$ cat src/rtl/sagu_pkg.sv
package sagu_pkg;

  typedef enum logic [1:0] {
    SAGU_SINGLE = 2'd0,
    SAGU_VECTOR = 2'd1,
    SAGU_CIRC   = 2'd2,
    SAGU_BITREV = 2'd3
  } sagu_mode_e;

  typedef enum logic [2:0] {
    PH_IDLE = 3'd0,
    PH_INIT = 3'd1,
    PH_GAP  = 3'd2,
    PH_ACC  = 3'd3,
    PH_END  = 3'd4
  } sagu_phase_e;

  localparam int SAGU_NDLY = 3;  // start-up, gap, tail

endpackage

$ cat src/rtl/sagu_dly_regs.sv
module sagu_dly_regs
  import sagu_pkg::*;
#(
  parameter int DW = 6
) (
  input  logic          clk,
  input  logic          rst_n,
  input  logic          load,
  input  logic [DW-1:0] init_in,
  input  logic [DW-1:0] gap_in,
  input  logic [DW-1:0] end_in,
  input  logic          upd,
  input  logic [1:0]    upd_sel,
  input  logic [DW-1:0] upd_val,
  output logic [DW-1:0] init_q,
  output logic [DW-1:0] gap_q,
  output logic [DW-1:0] end_q
);

  logic [DW-1:0] ld_val [SAGU_NDLY];
  logic [DW-1:0] dly_q  [SAGU_NDLY];

  assign ld_val[0] = init_in;
  assign ld_val[1] = gap_in;
  assign ld_val[2] = end_in;

  for (genvar k = 0; k < SAGU_NDLY; k++) begin : g_dly
    always_ff @(posedge clk or negedge rst_n) begin
      if (!rst_n)
        dly_q[k] <= '0;
      else if (load)
        dly_q[k] <= ld_val[k];
      else if (upd && (upd_sel == 2'(k)))
        dly_q[k] <= upd_val;
    end
  end

  assign init_q = dly_q[0];
  assign gap_q  = dly_q[1];
  assign end_q  = dly_q[2];

endmodule

$ cat src/rtl/sagu_seq.sv
module sagu_seq
  import sagu_pkg::*;
#(
  parameter int CW = 8,
  parameter int DW = 6
) (
  input  logic          clk,
  input  logic          rst_n,
  input  logic          start,
  input  logic          stop,
  input  sagu_mode_e    mode,
  input  logic [CW-1:0] count,
  input  logic          repeat_en,
  input  logic [DW-1:0] init_d,
  input  logic [DW-1:0] gap_d,
  input  logic [DW-1:0] end_d,
  output logic          fire,
  output logic          pass_end,
  output logic          stream_fin,
  output logic          busy,
  output logic          done,
  output logic [CW-1:0] idx
);

  sagu_phase_e   phase_q, nxt_ph, g_ph, e_ph, i_ph;
  logic [DW-1:0] cnt_q, nxt_cnt, g_cnt, e_cnt, i_cnt;
  logic [CW-1:0] idx_q;
  logic          done_q, last, e_fin, fin;

  always_comb begin
    fire     = (phase_q == PH_ACC);
    last     = (mode == SAGU_SINGLE) ||
               (({1'b0, idx_q} + (CW+1)'(1)) >= {1'b0, count});
    pass_end = fire && last;

    // entering the gap phase: a zero gap goes straight to the access
    g_ph  = (gap_d == '0) ? PH_ACC : PH_GAP;
    g_cnt = gap_d;

    // entering the tail phase
    if (end_d != '0) begin
      e_ph = PH_END; e_cnt = end_d; e_fin = 1'b0;
    end else if (repeat_en) begin
      e_ph = g_ph; e_cnt = g_cnt; e_fin = 1'b0;
    end else begin
      e_ph = PH_IDLE; e_cnt = '0; e_fin = 1'b1;
    end

    // entering the start-up phase
    i_ph  = (init_d == '0) ? g_ph : PH_INIT;
    i_cnt = (init_d == '0) ? g_cnt : init_d;

    nxt_ph  = phase_q;
    nxt_cnt = (cnt_q != '0) ? cnt_q - DW'(1) : cnt_q;
    fin     = 1'b0;

    case (phase_q)
      PH_INIT: if (cnt_q <= DW'(1)) begin nxt_ph = g_ph; nxt_cnt = g_cnt; end
      PH_GAP:  if (cnt_q <= DW'(1)) begin nxt_ph = PH_ACC; nxt_cnt = '0; end
      PH_ACC: begin
        if (last) begin nxt_ph = e_ph; nxt_cnt = e_cnt; fin = e_fin; end
        else      begin nxt_ph = g_ph; nxt_cnt = g_cnt; end
      end
      PH_END: begin
        if (cnt_q <= DW'(1)) begin
          if (repeat_en) begin nxt_ph = g_ph; nxt_cnt = g_cnt; end
          else begin nxt_ph = PH_IDLE; nxt_cnt = '0; fin = 1'b1; end
        end
      end
      default: begin nxt_ph = PH_IDLE; nxt_cnt = '0; end
    endcase

    if (start) begin
      nxt_ph = i_ph; nxt_cnt = i_cnt; fin = 1'b0;
    end else if (stop) begin
      nxt_ph = PH_IDLE; nxt_cnt = '0; fin = 1'b0;
    end
  end

  always_ff @(posedge clk or negedge rst_n) begin
    if (!rst_n) begin
      phase_q <= PH_IDLE;
      cnt_q   <= '0;
      idx_q   <= '0;
      done_q  <= 1'b0;
    end else begin
      phase_q <= nxt_ph;
      cnt_q   <= nxt_cnt;
      done_q  <= fin;
      if (start)     idx_q <= '0;
      else if (fire) idx_q <= last ? '0 : idx_q + CW'(1);
    end
  end

  assign stream_fin = fin;
  assign busy       = (phase_q != PH_IDLE);
  assign done       = done_q;
  assign idx        = idx_q;

endmodule

$ cat src/rtl/sagu_addr.sv
module sagu_addr
  import sagu_pkg::*;
#(
  parameter int AW = 10,
  parameter int CW = 8,
  parameter int LW = 4
) (
  input  logic          clk,
  input  logic          rst_n,
  input  logic          start,
  input  logic [AW-1:0] base_in,
  input  logic          fire,
  input  logic          pass_end,
  input  sagu_mode_e    mode,
  input  logic [AW-1:0] base,
  input  logic [AW-1:0] step,
  input  logic [AW-1:0] lo,
  input  logic [AW-1:0] hi,
  input  logic [LW-1:0] log2n,
  input  logic [CW-1:0] idx,
  output logic [AW-1:0] addr
);

  logic [AW-1:0] ptr_q, ptr_nxt, idx_w;

  // reverse the low n bits of v; bits at and above n are cleared
  function automatic logic [AW-1:0] bit_rev(input logic [AW-1:0] v,
                                            input logic [LW-1:0] n);
    int nn;
    logic [AW-1:0] r;
    nn = (int'(n) > AW) ? AW : int'(n);
    r  = '0;
    for (int k = 0; k < AW; k++)
      if (k < nn) r[k] = v[nn-1-k];
    return r;
  endfunction

  // one circular step: add, then fold back by the buffer length
  function automatic logic [AW-1:0] circ_next(input logic [AW-1:0] a,
                                              input logic [AW-1:0] st,
                                              input logic [AW-1:0] l,
                                              input logic [AW-1:0] h);
    logic [AW:0] s;
    s = {1'b0, a} + {1'b0, st};
    if (s > {1'b0, h})
      s = s - ({1'b0, h} - {1'b0, l} + (AW+1)'(1));
    return s[AW-1:0];
  endfunction

  always_comb begin
    case (mode)
      SAGU_VECTOR: ptr_nxt = ptr_q + step;
      SAGU_CIRC:   ptr_nxt = circ_next(ptr_q, step, lo, hi);
      default:     ptr_nxt = ptr_q;
    endcase
  end

  always_ff @(posedge clk or negedge rst_n) begin
    if (!rst_n)
      ptr_q <= '0;
    else if (start)
      ptr_q <= base_in;
    else if (fire)
      ptr_q <= pass_end ? base : ptr_nxt;
  end

  assign idx_w = AW'(idx);
  assign addr  = (mode == SAGU_BITREV) ? base + bit_rev(idx_w, log2n) : ptr_q;

endmodule

$ cat src/rtl/stream_agu.sv
module stream_agu
  import sagu_pkg::*;
#(
  parameter int AW = 10,
  parameter int CW = 8,
  parameter int DW = 6,
  parameter int LW = 4
) (
  input  logic          clk,
  input  logic          rst_n,
  input  logic          cfg_load,
  input  logic [1:0]    cfg_mode,
  input  logic          cfg_write,
  input  logic          cfg_repeat,
  input  logic [AW-1:0] cfg_base,
  input  logic [AW-1:0] cfg_step,
  input  logic [CW-1:0] cfg_count,
  input  logic [AW-1:0] cfg_lo,
  input  logic [AW-1:0] cfg_hi,
  input  logic [LW-1:0] cfg_log2n,
  input  logic [DW-1:0] cfg_init_dly,
  input  logic [DW-1:0] cfg_gap_dly,
  input  logic [DW-1:0] cfg_end_dly,
  input  logic          dly_upd,
  input  logic [1:0]    dly_sel,
  input  logic [DW-1:0] dly_val,
  input  logic          stop,
  output logic          mem_rd,
  output logic          mem_wr,
  output logic [AW-1:0] mem_addr,
  output logic          busy,
  output logic          done
);

  sagu_mode_e    mode_q;
  logic          wr_q, rep_q;
  logic [AW-1:0] base_q, step_q, lo_q, hi_q;
  logic [CW-1:0] count_q;
  logic [LW-1:0] log2n_q;

  logic [DW-1:0] dly_init_q, dly_gap_q, dly_end_q;
  logic [DW-1:0] init_eff, gap_eff, end_eff;

  // named internal events for the checker
  logic          fire, pass_end, stream_fin;
  logic [CW-1:0] idx;
  logic [AW-1:0] addr;

  always_ff @(posedge clk or negedge rst_n) begin
    if (!rst_n) begin
      mode_q  <= SAGU_SINGLE;
      wr_q    <= 1'b0;
      rep_q   <= 1'b0;
      base_q  <= '0;
      step_q  <= '0;
      lo_q    <= '0;
      hi_q    <= '0;
      count_q <= '0;
      log2n_q <= '0;
    end else if (cfg_load) begin
      mode_q  <= sagu_mode_e'(cfg_mode);
      wr_q    <= cfg_write;
      rep_q   <= cfg_repeat;
      base_q  <= cfg_base;
      step_q  <= cfg_step;
      lo_q    <= cfg_lo;
      hi_q    <= cfg_hi;
      count_q <= cfg_count;
      log2n_q <= cfg_log2n;
    end
  end

  sagu_dly_regs #(.DW(DW)) u_dly (
    .clk     (clk),
    .rst_n   (rst_n),
    .load    (cfg_load),
    .init_in (cfg_init_dly),
    .gap_in  (cfg_gap_dly),
    .end_in  (cfg_end_dly),
    .upd     (dly_upd),
    .upd_sel (dly_sel),
    .upd_val (dly_val),
    .init_q  (dly_init_q),
    .gap_q   (dly_gap_q),
    .end_q   (dly_end_q)
  );

  // on the loading edge the phase entry must see the incoming values
  assign init_eff = cfg_load ? cfg_init_dly : dly_init_q;
  assign gap_eff  = cfg_load ? cfg_gap_dly  : dly_gap_q;
  assign end_eff  = cfg_load ? cfg_end_dly  : dly_end_q;

  sagu_seq #(.CW(CW), .DW(DW)) u_seq (
    .clk        (clk),
    .rst_n      (rst_n),
    .start      (cfg_load),
    .stop       (stop),
    .mode       (mode_q),
    .count      (count_q),
    .repeat_en  (rep_q),
    .init_d     (init_eff),
    .gap_d      (gap_eff),
    .end_d      (end_eff),
    .fire       (fire),
    .pass_end   (pass_end),
    .stream_fin (stream_fin),
    .busy       (busy),
    .done       (done),
    .idx        (idx)
  );

  sagu_addr #(.AW(AW), .CW(CW), .LW(LW)) u_addr (
    .clk      (clk),
    .rst_n    (rst_n),
    .start    (cfg_load),
    .base_in  (cfg_base),
    .fire     (fire),
    .pass_end (pass_end),
    .mode     (mode_q),
    .base     (base_q),
    .step     (step_q),
    .lo       (lo_q),
    .hi       (hi_q),
    .log2n    (log2n_q),
    .idx      (idx),
    .addr     (addr)
  );

  assign mem_rd   = fire && !wr_q;
  assign mem_wr   = fire &&  wr_q;
  assign mem_addr = addr;

endmodule

$ cat config.mk
export PLATFORM = sky130hd
export DESIGN_NAME = stream_agu
export DESIGN_NICKNAME = d
export VERILOG_FILES = /design/src/rtl/sagu_pkg.sv /design/src/rtl/sagu_dly_regs.sv /design/src/rtl/sagu_seq.sv /design/src/rtl/sagu_addr.sv /design/src/rtl/stream_agu.sv
export SDC_FILE = /design/constraint.sdc
export NUM_CORES = 1
export LEC_CHECK = 0
export ABC_CLOCK_PERIOD_IN_PS = 5500
export BUFFER_PORTS_ARGS = -buffer_cell sky130_fd_sc_hd__buf_2
export CAP_MARGIN = 20
export CORE_MARGIN = 2
export CORE_UTILIZATION = 55
export CTS_CLUSTER_SIZE = 40
export DETAILED_ROUTE_END_ITERATION = 16
export HOLD_SLACK_MARGIN = 0.08
export PLACE_DENSITY = 0.85
export SETUP_SLACK_MARGIN = 0.05
export SYNTH_ARGS = -nofsm -noshare
export SYNTH_HDL_FRONTEND = slang
export SYNTH_SLANG_ARGS = --single-unit
$ cat constraint.sdc
create_clock -name clk -period 5.5 [get_ports clk]
set_input_delay 1.1 -clock clk [delete_from_list [all_inputs] [get_ports clk]]
set_output_delay 1.1 -clock clk [all_outputs]
set_load 0.1 [all_outputs]
==> metrics.md <==
| Metric | Value |
|---|---|
| Worst IR Drop VDD | `0.308 mV` |
| Post-synthesis sequential area ratio | `between 30% and 40%` |
| Crit path capture | `mem_addr[8]` |
| Ant diodes | `0` |
| Main area contributors after synthesis | `dfrtp_1 (34%), ha_1 (9.0%), o21ai_0 (6.9%)` |
| Routed wire length | `approximately 19 mm` |
| Initial core utilization | `56.5%` |
| Power Density | `~380 mW/mm2` |
| Number of nets in the layout | `approximately 1100` |
| Via/cell ratio | `6.01` |
| Clk Latency, worst-skew pair | `between 0.3 and 0.4 ns` |
| P&R area growth vs syn | `15.0%` |
| Critical Path End Type | `output port` |
| Fin Clk Skew | `0.00492 ns` |
| Worst EP required | `4.40 ns` |
| Post-Syn Instances | `826` |
| Critical path's slowest cell | `dfrtp_2` |
| Status | `completed` |
| Max cap viols | `0` |
| IO Pins | `101` |
| Kind of critical path | `reg2out` |
| Syn Std Cell Area | `0.00751 mm2` |
| Yosys warnings | `0` |
| CTS Hold Buffers Added | `0` |
| Initial DRC count | `548` |
| R2R Setup Slk | `1.25 ns` |
| Fin. max-slew vios | `0` |
| DIE HEIGHT | `121 um` |
| Fillers | `1062` |
| CTS buffer count | `9` |
| Unrepaired setup endpoints after global routing | `true` |
| All-Layer GR Usage | `between 20% and 30%` |
| GRT Residual Overflow | `0` |
| Critical path startpoint category | `flop` |
| Share of cells above drive strength 1 | `19.8%` |
| Die footprint | `0.0146 mm2` |
| Top cell type's share of synthesized area | `~34%` |
| RR Endpoint | `u_addr.ptr_q[9]$_DFFE_PN0P_` |
| Commonest non-fill, non-tap cell in the layout | `dfrtp_1` |
| Cell Chain, Critical Path | `inv_1 -> ha_1 -> clkinv_1 -> nor2_1 -> a22oi_1 -> nor2b_1 -> o32a_1 -> ha_1 -> nor2b_1 -> o21ai_2 -> a21oi_2 -> o21ai_1 -> a21boi_1 -> or4_1 -> nand3_2 -> buf_12` |
| Row count | `42` |
| Number of synthesized flops with an enable pin | `0` |
| Routability Congestion | `0.954` |
| CP arrival | `4.13 ns` |
| Most frequent cells in the layout | `dfrtp_1 (100), o21ai_0 (94), buf_2 (94)` |
| Flops & latches, synth | `~100` |
| Hold crit path type | `reg2reg` |
| Post-synth top flop | `dfrtp_1` |
| Tmin final | `around 5.2 ns` |
| Global-route wire length before repair | `31.5 mm` |
| P_leak | `0.00408 uW` |
| Worst R2R Start | `u_addr.ptr_q[0]$_DFFE_PN0P_` |
| Unique masters post-synth | `67` |
| Mean post-synth cell area | `around 9.1 um2` |
| Syn Nets | `979` |
| Asr flop ratio synth | `100%` |
| Setup TNS | `0 ns` |
| Worst Max-Slew Pin Slew | `0.966 ns` |
| Max Freq | `~0.19 GHz` |
| Final worst path period share | `about 95%` |
| Vias | `6568` |
| Final setup viols | `0` |
| Final Hold Viols | `0` |
| TritonCTS clock tree | `built` |
| Slowest stage delay, CP | `0.49 ns` |
| Setup crit start | `log2n_q[3]$_DFFE_PN0P_` |
| Port bufs | `100` |
| Antenna Violating Nets Remaining | `0` |
| Largest net degree at the start of global routing | `78` |
| Clock root cell | `clkbuf_16` |
| Register clock-pin slew on the reported worst setup and hold paths | `0.07 ns` |
| Core area | `0.0133 mm2` |
| Vias in the first global route | `6383` |
| Final Util | `between 60% and 70%` |
| Drt wl/cell | `~18 um` |
| Initial antenna violation count | `0` |
| FF-to-FF path depth | `15` |
| Crit path max fanout | `12` |
| TritonCTS Sinks | `101` |
| Dpl hpwl | `between 10 and 15 mm` |
| DRC errors left | `0` |
| H-tree depth | `3` |
| Die width | `about 120 um` |
| Slew headroom | `35.1%` |
| Maximum clock path buffer count | `2` |
| Synth area leader | `dfrtp_1` |
| DR pass1 iterations | `5` |
==> where the power goes <==
group          internal [uW]  leakage [uW]  switching [uW]
Sequential               819       0.00123            80.7
Combinational            658       0.00267             953
Clock                    451      0.000169             301
Total                   1930       0.00408            1330
==> cell usage after synthesis, drive strengths merged (4+ instances only) <==
cell type and number:
a21boi 9, a21oi 40, a22o 7, a22oi 8, and2 4, and3 5
buf 10, clkbuf 25, dfrtp 101, fa 12, ha 54, inv 64
mux2 29, mux2i 37, mux4 5, nand2 84, nand2b 8, nand3 15
nor2 40, nor2b 12, nor3 19, nor4 5, o211a 6, o211ai 4
o21a 6, o21ai 106, o22ai 9, o31ai 6, xnor2 25, xor2 14
==> per-stage QoR <==
| step | power (uW) | cell area (um2) | setup slack [ns] | instances | hold WS (ns) |
|---|---|---|---|---|---|
| final | 3260 | 8630 | 0.267 | 1093 | 0.529 |
| after global routing | 3460 | 8630 | 0.0195 | 1093 | 0.540 |
| after CTS | 3250 | 8600 | 0.0556 | 1092 | 0.525 |
| after detailed placement | 2470 | 8220 | 0.250 | 1076 | 0.511 |
| after global placement | 2410 | 8220 | 0.394 | 1076 | 0.504 |
| after floorplan | 2080 | 7550 | -0.515 | 826 | 0.460 |
==> logic make-up (layout without fill, tap and decap cells) <==
family	after synthesis	count (layout)	share of synthesized area, %
flip-flops	101	101	33.7
AND/OR/NAND/NOR	210	210	13.2
multiplexers	71	71	10.8
AO/OA/AOI/OAI	237	237	19.8
buffers and inverters	101	192	5.57
adder cells (fa/ha/maj)	66	66	12.2
XOR/XNOR	40	40	4.85
==> worst min path at each step <==
stage / to / cells past startpoint / start / slack (ns)
3_5_place_dp: step_q[8]$_DFFE_PN0P_ / 1 / step_q[8]$_DFFE_PN0P_ / 0.51
3_3_place_gp: step_q[7]$_DFFE_PN0P_ / 1 / step_q[7]$_DFFE_PN0P_ / 0.50
5_1_grt: step_q[8]$_DFFE_PN0P_ / 1 / step_q[8]$_DFFE_PN0P_ / 0.54
6_report: step_q[8]$_DFFE_PN0P_ / 1 / step_q[8]$_DFFE_PN0P_ / 0.53
2_1_floorplan: u_seq.done$_DFF_PN0_ / 1 / rep_q$_DFFE_PN0P_ / 0.46
4_1_cts: step_q[8]$_DFFE_PN0P_ / 1 / step_q[8]$_DFFE_PN0P_ / 0.53
==> sequential cells by signal, summed over array words and instances (netlist names) <==
name	cells
u_dly.gap_q	6
u_dly.init_q	5
count_q	8
hi_q	10
step_q	10
u_dly.end_q	6
mode_q	2
u_seq.phase_q	3
u_seq.cnt_q	6
u_seq.done	1
rep_q	1
lo_q	10
wr_q	1
u_addr.ptr_q	10
u_seq.idx	8
base_q	10
log2n_q	4
==> timing repair <==
| action | CTS | global route |
|---|---|---|
| setup endpoints to repair | 3 | 3 |
| pin swaps | 0 | 1 |
| gates cloned | 0 | 0 |
| buffers inserted | 0 | 1 |
| gates resized for setup | 6 | 13 |
==> layer usage <==
| layer | global-route usage, % | wire length [um] |
|---|---|---|
| met2 | 44.6 | 9130 |
| met1 | 36.9 | 8260 |
| met4 | 10.2 | 590 |
| met3 | 4.58 | 1240 |
| met5 | 0 | 0 |
==> layout make-up <==
cell class	count	area (um2)	share of cell area (%)
Multi-Input combinational cell	624	4660	54.0
Sequential cell	101	2530	29.3
Timing Repair Buffer	110	628	7.28
Inverter	66	248	2.87
Clock buffer	10	229	2.65
Tap cell	176	220	2.55
Clock inverter	6	119	1.38
==> worst max-delay path: cells and delay by family, from the launching register on <==
family	cells	cell delay (ns)
and+or+nand+nor	5	1.11
DFF	1	0.49
buffers and inverters	3	0.63
adders and majority gates	2	0.75
AOI/OAI and AO/OA	6	0.80
Note: power is estimated with default switching activity, not from simulation.
